===== config.mk =====
export PLATFORM = sky130hd
export DESIGN_NAME = mmc_state_ctrl
export DESIGN_NICKNAME = d
export VERILOG_FILES = /design/src/rtl/mmc_sc_pkg.sv /design/src/rtl/mmc_sc_fsm.sv /design/src/rtl/mmc_sc_ext.sv /design/src/rtl/mmc_sc_rsp.sv /design/src/rtl/mmc_state_ctrl.sv
export SDC_FILE = /design/constraint.sdc
export NUM_CORES = 1
export LEC_CHECK = 0
export ABC_AREA = 1
export BUFFER_PORTS_ARGS = -buffer_cell sky130_fd_sc_hd__buf_2
export CELL_PAD_IN_SITES_DETAIL_PLACEMENT = 1
export CELL_PAD_IN_SITES_GLOBAL_PLACEMENT = 1
export CORE_MARGIN = 1.5
export CORE_UTILIZATION = 31
export DETAILED_ROUTE_END_ITERATION = 10
export PLACE_DENSITY = 0.8
export SLEW_MARGIN = 20
export SYNTH_ARGS = -nofsm -noshare
export SYNTH_HDL_FRONTEND = slang
export SYNTH_SLANG_ARGS = --single-unit
export TNS_END_PERCENT = 100

===== constraint.sdc =====
create_clock -name clk -period 2 [get_ports clk]
set_clock_uncertainty 0.2 [all_clocks]
set_input_delay 0.4 -clock clk [delete_from_list [all_inputs] [get_ports clk]]
set_output_delay 0.4 -clock clk [all_outputs]
set_load 0.005 [all_outputs]

===== src/rtl/mmc_sc_pkg.sv =====
package mmc_sc_pkg;
  localparam int CMD_IDX_W = 6;

  typedef enum logic [2:0] {
    ST_IDLE  = 3'd0,
    ST_IDENT = 3'd1,
    ST_STBY  = 3'd2,
    ST_TRAN  = 3'd3,
    ST_READ  = 3'd4,
    ST_WRITE = 3'd5
  } dev_state_e;

  localparam logic [CMD_IDX_W-1:0] CMD_RESET  = 6'd0;
  localparam logic [CMD_IDX_W-1:0] CMD_OPCOND = 6'd1;
  localparam logic [CMD_IDX_W-1:0] CMD_GETID  = 6'd2;
  localparam logic [CMD_IDX_W-1:0] CMD_SWITCH = 6'd6;
  localparam logic [CMD_IDX_W-1:0] CMD_SELECT = 6'd7;
  localparam logic [CMD_IDX_W-1:0] CMD_GETCSD = 6'd9;
  localparam logic [CMD_IDX_W-1:0] CMD_STOP   = 6'd12;
  localparam logic [CMD_IDX_W-1:0] CMD_RD1    = 6'd17;
  localparam logic [CMD_IDX_W-1:0] CMD_RDN    = 6'd18;
  localparam logic [CMD_IDX_W-1:0] CMD_WR1    = 6'd24;
  localparam logic [CMD_IDX_W-1:0] CMD_WRN    = 6'd25;

  localparam logic [1:0] ACC_CSET  = 2'b00;
  localparam logic [1:0] ACC_WBYTE = 2'b11;
endpackage


===== src/rtl/mmc_sc_fsm.sv =====
module mmc_sc_fsm
  import mmc_sc_pkg::*;
#(
  parameter int RCA_W = 16
) (
  input  logic                 clk,
  input  logic                 rst,
  input  logic                 cmd_valid,
  input  logic [CMD_IDX_W-1:0] cmd_index,
  input  logic [RCA_W-1:0]     arg_rca,
  input  logic                 rca_assign,
  input  logic [RCA_W-1:0]     rca_value,
  input  logic                 blk_done,
  output dev_state_e           state_o,
  output logic [RCA_W-1:0]     rca_o,
  output logic                 rca_set_o,
  output logic                 accept_o,
  output logic                 switch_o,
  output logic                 soft_rst_o
);
  dev_state_e       nxt_state;
  logic [RCA_W-1:0] nxt_rca;
  logic             nxt_set, multi_q, nxt_multi, match, in_data;

  assign match   = rca_set_o && (arg_rca == rca_o);
  assign in_data = (state_o == ST_READ) || (state_o == ST_WRITE);

  always_comb begin
    nxt_state  = state_o;
    nxt_rca    = rca_o;
    nxt_set    = rca_set_o;
    nxt_multi  = multi_q;
    accept_o   = 1'b0;
    switch_o   = 1'b0;
    soft_rst_o = 1'b0;
    if (cmd_valid) begin
      case (cmd_index)
        CMD_RESET: begin
          nxt_state  = ST_IDLE;
          nxt_rca    = '0;
          nxt_set    = 1'b0;
          nxt_multi  = 1'b0;
          soft_rst_o = 1'b1;
        end
        CMD_OPCOND: if (state_o == ST_IDLE && !rca_set_o) accept_o = 1'b1;
        CMD_GETID: if (state_o == ST_IDLE && !rca_set_o) begin
          accept_o  = 1'b1;
          nxt_state = ST_IDENT;
        end
        CMD_SELECT: begin
          if (state_o == ST_STBY && match) begin
            accept_o  = 1'b1;
            nxt_state = ST_TRAN;
          end else if (state_o == ST_TRAN) begin
            if (match) accept_o = 1'b1;
            else nxt_state = ST_STBY;
          end
        end
        CMD_GETCSD: if (state_o == ST_STBY && match) accept_o = 1'b1;
        CMD_SWITCH: if (state_o == ST_TRAN) begin
          accept_o = 1'b1;
          switch_o = 1'b1;
        end
        CMD_RD1, CMD_RDN: if (state_o == ST_TRAN) begin
          accept_o  = 1'b1;
          nxt_state = ST_READ;
          nxt_multi = (cmd_index == CMD_RDN);
        end
        CMD_WR1, CMD_WRN: if (state_o == ST_TRAN) begin
          accept_o  = 1'b1;
          nxt_state = ST_WRITE;
          nxt_multi = (cmd_index == CMD_WRN);
        end
        CMD_STOP: if (in_data) begin
          accept_o  = 1'b1;
          nxt_state = ST_TRAN;
          nxt_multi = 1'b0;
        end
        default: ;
      endcase
    end else if (rca_assign && state_o == ST_IDENT) begin
      nxt_rca   = rca_value;
      nxt_set   = 1'b1;
      nxt_state = ST_STBY;
    end else if (blk_done && in_data && !multi_q) begin
      nxt_state = ST_TRAN;
    end
  end

  always_ff @(posedge clk) begin
    if (rst) begin
      state_o   <= ST_IDLE;
      rca_o     <= '0;
      rca_set_o <= 1'b0;
      multi_q   <= 1'b0;
    end else begin
      state_o   <= nxt_state;
      rca_o     <= nxt_rca;
      rca_set_o <= nxt_set;
      multi_q   <= nxt_multi;
    end
  end

  p_rca_before_xfer_r5: assert property (@(posedge clk) disable iff (rst)
    (state_o >= ST_STBY) |-> rca_set_o);

  p_tran_by_select_r5: assert property (@(posedge clk) disable iff (rst)
    ($past(state_o) == ST_STBY && state_o == ST_TRAN) |->
      ($past(cmd_valid) && $past(cmd_index) == CMD_SELECT));

  p_reset_to_idle_r12: assert property (@(posedge clk) disable iff (rst)
    (cmd_valid && cmd_index == CMD_RESET) |=> (state_o == ST_IDLE && !rca_set_o));
endmodule


===== src/rtl/mmc_sc_ext.sv =====
module mmc_sc_ext
  import mmc_sc_pkg::*;
#(
  parameter int         CSET_W = 3,
  parameter logic [7:0] HS_IDX = 8'd185
) (
  input  logic              clk,
  input  logic              rst,
  input  logic              wr,
  input  logic              clr,
  input  logic [25:0]       arg,
  output logic [CSET_W-1:0] cset_o,
  output logic [7:0]        hs_o,
  output logic              hs_ok_o
);
  logic [CSET_W-1:0] nxt_cset;
  logic [7:0]        nxt_hs;

  always_comb begin
    nxt_cset = cset_o;
    nxt_hs   = hs_o;
    if (clr) begin
      nxt_cset = '0;
      nxt_hs   = 8'h00;
    end else if (wr) begin
      if (arg[25:24] == ACC_CSET)
        nxt_cset = arg[CSET_W-1:0];
      else if (arg[25:24] == ACC_WBYTE && arg[23:16] == HS_IDX)
        nxt_hs = arg[15:8];
    end
  end

  always_ff @(posedge clk) begin
    if (rst) begin
      cset_o  <= '0;
      hs_o    <= 8'h00;
      hs_ok_o <= 1'b0;
    end else begin
      cset_o  <= nxt_cset;
      hs_o    <= nxt_hs;
      hs_ok_o <= (nxt_hs == 8'h01);
    end
  end

  p_hs_flag_agrees_r9: assert property (@(posedge clk) disable iff (rst)
    hs_ok_o == (hs_o == 8'h01));

  p_hs_only_by_switch_r9: assert property (@(posedge clk) disable iff (rst)
    !$stable(hs_o) |-> ($past(wr) || $past(clr)));
endmodule


===== src/rtl/mmc_sc_rsp.sv =====
module mmc_sc_rsp (
  input  logic clk,
  input  logic rst,
  input  logic accept,
  output logic rsp_en_o
);
  always_ff @(posedge clk) begin
    if (rst) rsp_en_o <= 1'b0;
    else     rsp_en_o <= accept;
  end
endmodule


===== src/rtl/mmc_state_ctrl.sv =====
module mmc_state_ctrl
  import mmc_sc_pkg::*;
#(
  parameter int         RCA_W  = 16,
  parameter int         CSET_W = 3,
  parameter logic [7:0] HS_IDX = 8'd185
) (
  input  logic              clk,
  input  logic              rst,
  input  logic              cmd_valid,
  input  logic [5:0]        cmd_index,
  input  logic [31:0]       cmd_arg,
  input  logic              rca_assign,
  input  logic [RCA_W-1:0]  rca_value,
  input  logic              blk_done,
  output logic [2:0]        dev_state,
  output logic [RCA_W-1:0]  rca_o,
  output logic              rca_valid,
  output logic [CSET_W-1:0] cmd_set,
  output logic [7:0]        hs_timing,
  output logic              hs_allowed,
  output logic              rsp_en
);
  dev_state_e st;
  logic       accept, sw, soft_rst;

  mmc_sc_fsm #(.RCA_W(RCA_W)) u_fsm (
    .clk(clk), .rst(rst), .cmd_valid(cmd_valid), .cmd_index(cmd_index),
    .arg_rca(cmd_arg[31 -: RCA_W]), .rca_assign(rca_assign),
    .rca_value(rca_value), .blk_done(blk_done), .state_o(st),
    .rca_o(rca_o), .rca_set_o(rca_valid), .accept_o(accept),
    .switch_o(sw), .soft_rst_o(soft_rst)
  );

  mmc_sc_ext #(.CSET_W(CSET_W), .HS_IDX(HS_IDX)) u_ext (
    .clk(clk), .rst(rst), .wr(sw), .clr(soft_rst), .arg(cmd_arg[25:0]),
    .cset_o(cmd_set), .hs_o(hs_timing), .hs_ok_o(hs_allowed)
  );

  mmc_sc_rsp u_rsp (.clk(clk), .rst(rst), .accept(accept), .rsp_en_o(rsp_en));

  assign dev_state = st;

  p_ident_silent_r4: assert property (@(posedge clk) disable iff (rst)
    (cmd_valid && rca_valid && (cmd_index == CMD_OPCOND || cmd_index == CMD_GETID))
      |=> (!rsp_en && $stable(dev_state)));

  p_reset_silent_r12: assert property (@(posedge clk) disable iff (rst)
    (cmd_valid && cmd_index == CMD_RESET) |=> (!rsp_en && hs_timing == 8'h00));
endmodule


; ---- Yosys cells after proc, flatten, opt, wreduce, memory -nomap -nowiden
; Index checks and enable logic that the tools add are counted.
[totals]
wordCells = 102
register_bits = 34
input_bits = 59
[classes]
eq_ne = 30
reduce_logical = 26
mux = 37
n_bitwise = 1
[ops]
columns = operator, count
row1 = 16-bit 2-to-1 mux, 3
row2 = 8-bit 2-to-1 mux, 4
row3 = 3-bit 2-to-1 mux, 10
row4 = 6-bit by 5-bit equality test with 1-bit output (second input constant), 4
row5 = 3-bit one-hot mux with 6 select lines, 1
row6 = 1-bit 2-to-1 mux, 17
row7 = 16-bit equality test, 1
row8 = 6-bit by 3-bit equality test with 1-bit output (second input constant), 2
row9 = 6-bit by 4-bit equality test with 1-bit output (second input constant), 2
row10 = 3-bit by 2-bit != test with 1-bit output (second input constant), 4
row11 = 2-bit OR reduction, 5
row12 = 8-bit by 1-bit equality test with 1-bit output (second input constant), 1
row13 = 8-bit equality test (second input constant), 1
row14 = 2-bit by 1-bit != test with 1-bit output (second input constant), 4
row15 = 8-bit AND reduction, 1
row16 = 1-bit logical AND, 7
row17 = 7-bit by 1-bit != test with 1-bit output (second input constant), 1
row18 = 3-bit by 2-bit equality test with 1-bit output (second input constant), 2
row19 = 3-bit equality test (second input constant), 2
row20 = 6-bit by 1-bit equality test with 1-bit output (second input constant), 1
row21 = 6-bit by 2-bit equality test with 1-bit output (second input constant), 1
row22 = 6-bit logical NOT, 1
row23 = 1-bit one-hot mux with 5 select lines, 1
row24 = 5-bit AND reduction, 1
row25 = other kinds (15), 17

; ---- Logic depth before layout (Yosys ltp)
; Gate-level depths: netlist (run 1).
[depth]
depth_word = 7
mapped_depth = 15
depth_no_buf = 15

; ---- Cells and area by module
; From an unflattened synthesis (run 1), not the netlist that was laid out.
[unflattened]
cells_unflattened = 393
area_unflattened_um2 = 2397.3
[modules_own_cells]
columns = module, area_each_um2, n_inst, cells_per_inst
row1 = mmc_sc_fsm, 1676.6, 1, 292
row2 = mmc_sc_ext, 690.7, 1, 98
row3 = mmc_sc_rsp, 30.0, 1, 3

; ---- Worst setup path before layout (run 1)
; Ideal clock, no wire load.
[synth_timing]
path_kind = input-to-reg
startpoint = input port cmd_index[5]
endpoint = register u_ext.hs_ok_o
required_ns = 1.736
arrival_ns = 1.463
path_stages = 8
path_slack_ns = 0.273
cell_sequence = nor2_2 -> nand3_1 -> nor3_4 -> nand2_4 -> or2_0 -> o211ai_2 -> nand4_1 -> nor2_1
[synth_via]
elab_chain_cells = 6
word_cells_on_any_way = 9
cone_classes = eq/ne: 2 / mux: 6 / reduce/logical: 1
[synth_rtl]
columns = item, line
row1 = from (decl), mmc_state_ctrl.sv:11  ; input logic [5:0] cmd_index,
row2 = 6-bit by 3-bit equality test with 1-bit output, mmc_sc_fsm.sv:37  ; case (cmd_index)
row3 = 1-bit 2-to-1 mux, mmc_sc_fsm.sv:37
row4 = 1-bit 2-to-1 mux, mmc_sc_fsm.sv:36  ; if (cmd_valid) begin
row5 = 8-bit 2-to-1 mux, mmc_sc_ext.sv:25  ; end else if (wr) begin
row6 = 8-bit 2-to-1 mux (*), mmc_sc_ext.sv:22  ; if (clr) begin
row7 = 8-bit by 1-bit equality test with 1-bit output (*), mmc_sc_ext.sv:41  ; hs_ok_o <= (nxt_hs == 8'h01);
row8 = to (signal assigned), mmc_sc_ext.sv:41
row9 = to (decl), mmc_sc_ext.sv:14  ; output logic hs_ok_o
; Mark *: on every way between the ends. The rest lies on a longest branch, timed or not.
; A chain may end at the register's enable or synchronous reset.

; ---- Final worst setup path (run 1)
[layout_timing]
startpoint = register u_fsm.state_o[2]
endpoint = register u_ext.hs_o[2]
[layout_via]
elab_chain_cells = 6
[layout_rtl]
columns = item, line
row1 = from (decl), mmc_sc_fsm.sv:14  ; output dev_state_e state_o,
row2 = from (signal assigned), mmc_sc_fsm.sv:97  ; state_o <= nxt_state;
row3 = 3-bit by 2-bit equality test with 1-bit output, mmc_sc_fsm.sv:60  ; CMD_SWITCH: if (state_o == ST_TRAN) begin
row4 = 1-bit 2-to-1 mux, mmc_sc_fsm.sv:60
row5 = 1-bit 2-to-1 mux, mmc_sc_fsm.sv:37
row6 = 1-bit 2-to-1 mux, mmc_sc_fsm.sv:36
row7 = 8-bit 2-to-1 mux, mmc_sc_ext.sv:25
row8 = 8-bit 2-to-1 mux, mmc_sc_ext.sv:22
row9 = to (signal assigned), mmc_sc_ext.sv:40  ; hs_o <= nxt_hs;
row10 = to (decl), mmc_sc_ext.sv:13  ; output logic [7:0] hs_o,
; Every way passes these cells.

==> summary.txt, run 1 <==
STA
  • Final Hold Viols: 0
  • Shortest period the worst path allows: 1918 ps
  • RSZ-0062 raised after global routing: yes
  • Final setup margin: 81.67 ps
  • Slew Limit Fails: 0
  • Max_slew headroom: 0.5222
  • Final worst-path cycle share: 0.9592
  • Fmax: 521.3 MHz
  • Final setup TNS: 0 ps
  • Worst-Margin Slew: 715.9 ps
  • Final setup violating endpoints: 0
  • Worst hold slack: 139.5 ps

Placed design
  • GPL Wtd Cong: 0.8461
  • Post-DP HPWL: 5405 µm
  • Pre-CTS setup slack: -117.6 ps
  • Count of input and output buffers: 86

Flow run
  • Maxcap violations: 0

Critical path
  • Critical path class: flop to flop
  • Buffers & Inverters on Critical Path: 3
  • CP cell instances: inv_2 > nand2_4 > nor2_4 > inv_4 > nor3_4 > nand2_4 > or2_1 > o211ai_1 > buf_4 > nor2_1
  • CP top delay family: simple AND/OR/NAND/NOR gates
  • Slowest library cell on the worst path: dfxtp_2
  • Crit. End Element: flop
  • Most frequent CP cell: nand2_4
  • Data required time of the critical path: 1970 ps
  • Worst EP arrival: 1890 ps
  • Worst Path Max Fanout: 5
  • CP max stage delay: 320 ps
  • Crit start category: flop

Logic synthesis
  • Sequential area share after synthesis: 0.3503
  • Mean Syn Cell Area: 6.371 µm²
  • Total number of yosys warnings: 0
  • Syn_nets: 364
  • Mapped Cells: 305
  • Syn Std Cell Area: 0.001943 mm²
  • Netlist cell types: 34
  • Flops & latches, synth: 34

Floorplanning
  • Core area: 0.005991 mm²
  • Full die area: 0.006752 mm²
  • Die Height: 82.17 µm
  • # IOs: 92
  • Starting density of the core: 0.3244
  • FP Rows: 28
  • Die W: 82.17 µm

Clock tree
  • CTS buffer count: 5
  • Skew-Pair Late Insertion Delay: 280 ps
  • Hold buffer count at cts: 0
  • Max Root-Sink Buffers: 2
  • H-tree level count: 2
  • Clk root buf: clkbuf_8
  • Clock transition at path regs: 80 ps
  • CTS tree: done
  • CTS Sinks: 34

Cells and area
  • Number of antenna diodes: 0
  • Area Growth Syn to Fin: 48.16%
  • Sequential cell area: 695.7 µm²
  • Commonest non-fill, non-tap cell in the layout: buf_2
  • Layout cells sized above 1: 0.4051
  • Area occupied by multi-input gates: 0.001110 mm²
  • Layout Nets: 490
  • Most frequent cells in the layout: buf_2 (86), nand2_1 (73), nor2_1 (41)
  • FILL cells: 862

Routing
  • DR vias/cell: 4.799
  • Routed length per instance: 13.64 µm
  • DR DRC count: 0
  • Initial DRC Count: 79
  • Vias: 2433
  • First-pass DRT Iterations: 4
  • Post-DRT Antenna Nets: 0
  • Final WL: 6914 µm

Global routing
  • Antenna violations before repair: 0
  • Vias in the first global route: 2334
  • Largest net degree at the start of global routing: 18
  • Overflow after GRT: 0
  • First-pass GRT wire length: 10540 µm
  • Total GRT Usage: 0.2024

Power
  • Power, Total: 1.515 mW
  • Power per cell area: 526.2 mW/mm²
  • Leak Pwr: 1.500 nW
  • Worst vdd ir: 272.6 µV

Run status
  • Outcome: finished, final reports clean

Worst hold path
  • Hold Path Class: primary input to flop
final cells by class:
cell class,instances,area share
inverters,45,0.06128
well taps,75,0.03259
repair buffers,123,0.2460
flip-flops and latches,34,0.2416
multi-input cells,222,0.3855
clock buffers,6,0.02868
clock inverters,2,0.004346
path summary, 6_finish.rpt:
check | cells past startpoint | to | slack (ps) | startpoint
worst min register to register | 2 | u_ext.cset_o[1] | 250 | u_ext.cset_o[1]
worst max-delay path | 10 | u_ext.hs_o[2] | 80 | u_fsm.state_o[2]
worst max register to register | 10 | u_ext.hs_o[2] | 80 | u_fsm.state_o[2]
worst min-delay path | 3 | u_fsm.rca_o[6] | 140 | rca_value[6]
cell families (layout without fill, tap and decap cells):
group / count (synthesis) / count (layout) / share of synthesized area
flops: 34 / 34 / 0.3503
buf+inv: 50 / 176 / 0.1005
compound gates: 40 / 40 / 0.1249
xor+xnor: 5 / 5 / 0.02254
simple gates: 176 / 177 / 0.4018
flip-flops by register name, indices dropped and copies added, names as in the netlist:
signal           cells
u_fsm.rca_o         16
u_ext.hs_o           8
u_ext.cset_o         3
u_fsm.state_o        3
u_ext.hs_ok_o        1
u_fsm.multi_q        1
u_fsm.rca_set_o      1
u_rsp.rsp_en_o       1
cells in the mapped netlist:
library cell / number / area share
nand3_1: 26 / 0.067
buf_2: 2 / 0.0052
nand3b_1: 2 / 0.0077
or2_0: 1 / 0.0032
o211ai_2: 2 / 0.013
clkinv_1: 1 / 0.0019
nor3b_1: 1 / 0.0039
nor2_4: 1 / 0.0058
o21ai_1: 1 / 0.0026
a21oi_1: 17 / 0.044
o211ai_1: 2 / 0.0077
a22oi_1: 1 / 0.0039
nand4_1: 9 / 0.029
dfxtp_1: 34 / 0.35
nand2_1: 76 / 0.15
nand2_4: 1 / 0.0058
a211oi_1: 1 / 0.0039
o21bai_1: 3 / 0.012
clkinv_4: 1 / 0.0045
nand2_2: 3 / 0.0097
a31oi_1: 2 / 0.0064
inv_2: 7 / 0.014
inv_1: 36 / 0.070
o21ai_0: 9 / 0.023
or2_2: 1 / 0.0032
o311ai_0: 1 / 0.0045
xnor2_1: 5 / 0.023
clkbuf_1: 3 / 0.0058
nor2_1: 47 / 0.091
nor2_2: 2 / 0.0064
or2_1: 2 / 0.0064
a21oi_2: 1 / 0.0045
nor3_4: 1 / 0.0084
nor3_1: 3 / 0.0077
timing repair:
action                                  CTS  global route
buffers inserted                          0             9
resized for setup                         0            29
endpoints found under the setup margin    0             8
per-stage QoR:
stage                     cell area [µm²]    util  cells
final                                2879  0.4806    507
after global placement               2656  0.4434    489
after floorplan                      1943       -    305
after global routing                 2879  0.4806    507
after detailed placement             2659  0.4438    489
after CTS                            2754  0.4597    497
metal layers:
layer	part of all wire	vias to the layer above	global-route usage
met3	0.040	4	0.04286
met5	0	-	0
met2	0.52	56	0.3656
met4	0.0051	0	0.02542
met1	0.44	1142	0.2523
li1	-	1231	-
report_power, final:
part	total, mW	leakage, nW	internal [mW]	switching (mW)
logic	0.279	1.17	0.127	0.151
clock network	0.531	0.0472	0.277	0.254
registers	0.705	0.280	0.691	0.0137
tightest hold or removal path, cell delays in order:
cell and delay [ps]:
buf_2 80, nand3_1 60, nand2_1 60
No activity file was read; power rests on OpenSTA's default activity.
==> run 2, diff against run 1 <==
--- a/config.mk
+++ b/config.mk
@@ -5,14 +5,15 @@
 export SDC_FILE = /design/constraint.sdc
 export NUM_CORES = 1
 export LEC_CHECK = 0
-export ABC_AREA = 1
 export BUFFER_PORTS_ARGS = -buffer_cell sky130_fd_sc_hd__buf_2
 export CELL_PAD_IN_SITES_DETAIL_PLACEMENT = 1
 export CELL_PAD_IN_SITES_GLOBAL_PLACEMENT = 1
+export CORE_ASPECT_RATIO = 1.2
 export CORE_MARGIN = 1.5
-export CORE_UTILIZATION = 31
+export CORE_UTILIZATION = 32
 export DETAILED_ROUTE_END_ITERATION = 10
-export PLACE_DENSITY = 0.8
+export GPL_TIMING_DRIVEN = 1
+export PLACE_DENSITY = 0.78
 export SLEW_MARGIN = 20
 export SYNTH_ARGS = -nofsm -noshare
 export SYNTH_HDL_FRONTEND = slang
==> run 2 against run 1 <==
  * The run now ends with negative setup slack left
  * Non-clock buffer count increased by 33
  * First-iteration DRC count decreased by 35%
  * Register-to-register slack lost 270 ps
  * Flip-flop and latch count is the same
  * Largest power group unchanged
  * Highest routed layer unchanged
==> summary.txt, run 2 <==
Run status
  • Outcome: finished, violations left (was finished, final reports clean)
  • Failing checks: negative setup slack

Logic synthesis
  • Area contributors post-synth: dfxtp_1 (37%), xnor2_1 (8.5%), mux2i_1 (7.0%) (was dfxtp_1 (35%), nand2_1 (15%), nor2_1 (9.1%))
  • Post-synth top flop: dfxtp_1 (unchanged)
  • Syn_nets: 270 (was 364)
  • Post-synth ARST share: 0 (unchanged)
  • Yosys top cell area share: 0.3676 (was 0.3503)
  • Mean Syn Cell Area: 8.776 µm² (was 6.371 µm²)
  • Sequential area share after synthesis: 0.3676 (was 0.3503)
  • Netlist cell types: 45 (was 34)
  • Area leader, netlist: dfxtp_1 (unchanged)
  • Flops & latches, synth: 34 (unchanged)
  • Total number of yosys warnings: 0 (unchanged)
  • Mapped Cells: 211 (was 305)
  • Post-synth top cells: dfxtp_1 (34), nor2_1 (24), xnor2_1 (18), a22o_1 (14), mux2i_1 (13) (was nand2_1 (76), nor2_1 (47), inv_1 (36), dfxtp_1 (34), nand3_1 (26))
  • EDFF count, synth: 0 (unchanged)
  • Count leader, synth: dfxtp_1 (was nand2_1)
  • Syn Std Cell Area: 0.001852 mm² (was 0.001943 mm²)

Floorplanning
  • Die W: 72.45 µm (was 82.17 µm)
  • # IOs: 92 (unchanged)
  • Core area: 0.005630 mm² (was 0.005991 mm²)
  • Starting density of the core: 0.3289 (was 0.3244)
  • FP Rows: 30 (was 28)
  • Full die area: 0.006254 mm² (was 0.006752 mm²)
  • Die Height: 86.33 µm (was 82.17 µm)

Critical path
  • Critical path class: primary input to flop (was flop to flop)
  • Reg2reg setup slack: -190 ps (was 80 ps)
  • Data required time of the critical path: 1980 ps (was 1970 ps)
  • R2r endpoint: u_ext.hs_ok_o (was u_ext.hs_o[2])
  • Worst Path Max Fanout: 5 (unchanged)
  • Worst EP arrival: 2190 ps (was 1890 ps)
  • Worst R2R Path Depth: 8 (was 10)
  • Reg2reg start: u_fsm.state_o[0] (was u_fsm.state_o[2])
  • Crit start category: primary input (was flop)
  • Crit. End Element: flop (unchanged)

STA
  • Shortest period the worst path allows: 2202 ps (was 1918 ps)
  • Final worst-path cycle share: 1.101 (was 0.9592)
  • RSZ-0062 raised after global routing: yes (unchanged)
  • Final setup violating endpoints: 16 (was 0)
  • Final setup margin: -201.8 ps (was 81.67 ps)
  • Max_slew headroom: 0.7646 (was 0.5222)
  • Final setup TNS: -2259 ps (was 0 ps)
  • Final Hold Viols: 0 (unchanged)
  • Slew Limit Fails: 0 (unchanged)
  • Worst-Margin Slew: 352.2 ps (was 715.9 ps)
  • Fmax: 454.2 MHz (was 521.3 MHz)

Power
  • Leak Pwr: 1.493 nW (was 1.500 nW)
  • Power, Total: 1.635 mW (was 1.515 mW)
  • Power per cell area: 492.2 mW/mm² (was 526.2 mW/mm²)
  • Worst vdd ir: 302.6 µV (was 272.6 µV)

Clock tree
  • Hold buffer count at cts: 0 (unchanged)
  • Clk root buf: clkbuf_8 (unchanged)
  • CTS tree: done (unchanged)
  • Clock transition at path regs: 70 ps (was 80 ps)
  • CTS Sinks: 34 (unchanged)
  • Skew-Pair Late Insertion Delay: 290 ps (was 280 ps)
  • CTS buffer count: 5 (unchanged)
  • Max Root-Sink Buffers: 2 (unchanged)
  • H-tree level count: 2 (unchanged)

Cells and area
  • Largest reg by FF count: u_fsm.rca_o (unchanged)
  • Commonest non-fill, non-tap cell in the layout: buf_2 (unchanged)
  • Max reg flops: 16 (unchanged)
  • Post-Layout Inst Area: 0.003321 mm² (was 0.002879 mm²)
  • Layout Nets: 422 (was 490)
  • Area Growth Syn to Fin: 79.32% (was 48.16%)
  • Layout cells sized above 1: 0.5868 (was 0.4051)
  • Top flop regs: u_fsm.rca_o x16, u_ext.hs_o x8 (unchanged)
  • FILL cells: 675 (was 862)
  • Sequential cell area: 688.2 µm² (was 695.7 µm²)
  • Most frequent cells in the layout: buf_2 (84), buf_4 (61), dfxtp_1 (28) (was buf_2 (86), nand2_1 (73), nor2_1 (41))
  • Number of antenna diodes: 0 (unchanged)
  • Area occupied by multi-input gates: 0.001384 mm² (was 0.001110 mm²)

Placed design
  • DP Area: 0.002840 mm² (was 0.002659 mm²)
  • Count of input and output buffers: 86 (unchanged)
  • Post-DP HPWL: 5276 µm (was 5405 µm)
  • GPL Wtd Cong: 0.8595 (was 0.8461)

Routing
  • DR DRC count: 0 (unchanged)
  • Post-DRT Antenna Nets: 0 (unchanged)
  • DR vias/cell: 5.255 (was 4.799)
  • Initial DRC Count: 51 (was 79)
  • Routed length per instance: 17.45 µm (was 13.64 µm)
  • Final WL: 7452 µm (was 6914 µm)
  • Vias: 2244 (was 2433)
  • First-pass DRT Iterations: 4 (unchanged)

Global routing
  • First-pass GRT wire length: 11520 µm (was 10540 µm)
  • Total GRT Usage: 0.2434 (was 0.2024)
  • Antenna violations before repair: 0 (unchanged)
  • Largest net degree at the start of global routing: 16 (was 18)
  • Overflow after GRT: 0 (unchanged)
  • Vias in the first global route: 2470 (was 2334)

Worst hold path
  • Hold endpoint: u_fsm.rca_o[11] (was u_fsm.rca_o[6])
  • Hold Path Cell Cnt: 2 (was 3)
  • Hold Path Class: primary input to flop (unchanged)
  • Hold Path Origin: rca_value[11] (was rca_value[6])

Flow run
  • Maxcap violations: 0 (unchanged)
run 2: cell count changes after synthesis, sizes merged, moves of 13 or more:
cell   previous run  this run
mux2i             0        13
nand3            26         6
a22o              0        14
nand2            80        10
a21oi            18         3
nor2             50        24
xnor2             5        18
inv              43         5
run 2: logic make-up (layout without fill, tap and decap cells):
family / Yosys count / count (layout) / share of synthesized area
DFF: 34 / 34 / 0.3676
buffers and inverters: 16 / 168 / 0.03986
AOI/OAI and AO/OA: 40 / 40 / 0.1615
xor gates and xnor gates: 19 / 19 / 0.08987
and+or+nand+nor: 89 / 89 / 0.2710
muxes: 13 / 13 / 0.07027
run 2: layer usage:
| metal | vias up | global-route usage | wire (µm) |
|---|---|---|---|
| li1 | 1077 | - | - |
| met1 | 1061 | 0.2367 | 2688 |
| met2 | 80 | 0.4503 | 4037 |
| met3 | 26 | 0.06395 | 355 |
| met4 | 0 | 0.1509 | 371 |
| met5 | - | 0 | 0 |
run 2: how the worst max path moves through the flow:
stage	depth (start not counted)	endpoint	startpoint	slack, ps
2_1_floorplan	6	u_ext.hs_ok_o	cmd_index[0]	-280
3_3_place_gp	9	u_fsm.state_o[1]	cmd_index[0]	-420
3_5_place_dp	8	u_fsm.state_o[2]	cmd_index[5]	-510
4_1_cts	7	u_ext.hs_ok_o	cmd_index[0]	-150
5_1_grt	8	u_ext.hs_o[3]	cmd_index[3]	-270
6_report	8	u_ext.hs_ok_o	cmd_index[3]	-200
run 2: final cells by class:
type                       instances  area share
clock inverter                     1    0.009043
inverter                           5    0.005652
tap                               64     0.02411
multi-input combinational        161      0.4167
timing repair buffer             156      0.3124
sequential                        34      0.2072
clock buffer                       6     0.02487
run 2: what timing repair did:
action,in CTS,in global routing
gates cloned,0,1
setup endpoints to repair,16,30
setup buffers,10,2
pin swaps,9,14
resized for setup,34,20
run 2: worst max-delay path, stage by stage:
cell	delay, ps
buf_6	100
or3b_4	390
or4b_4	560
nor4_4	140
buf_4	180
buf_12	120
mux2i_4	230
nor4_2	60
run 2: where the power goes:
group	total [mW]	internal (mW)	switching, mW
logic	0.304	0.157	0.147
clock network	0.647	0.399	0.249
registers	0.684	0.681	0.00290
run 2: through the flow:
step,setup slack [ps],hold slack (ps),utilization,cells
floorplan,-279.8,228.8,-,211
global placement,-419.3,246.8,0.5044,408
detailed placement,-508.8,270.4,0.5044,408
CTS,-154.7,117.4,0.5653,424
global route,-267.1,111.0,0.5898,427
finish,-201.8,118.8,0.5898,427
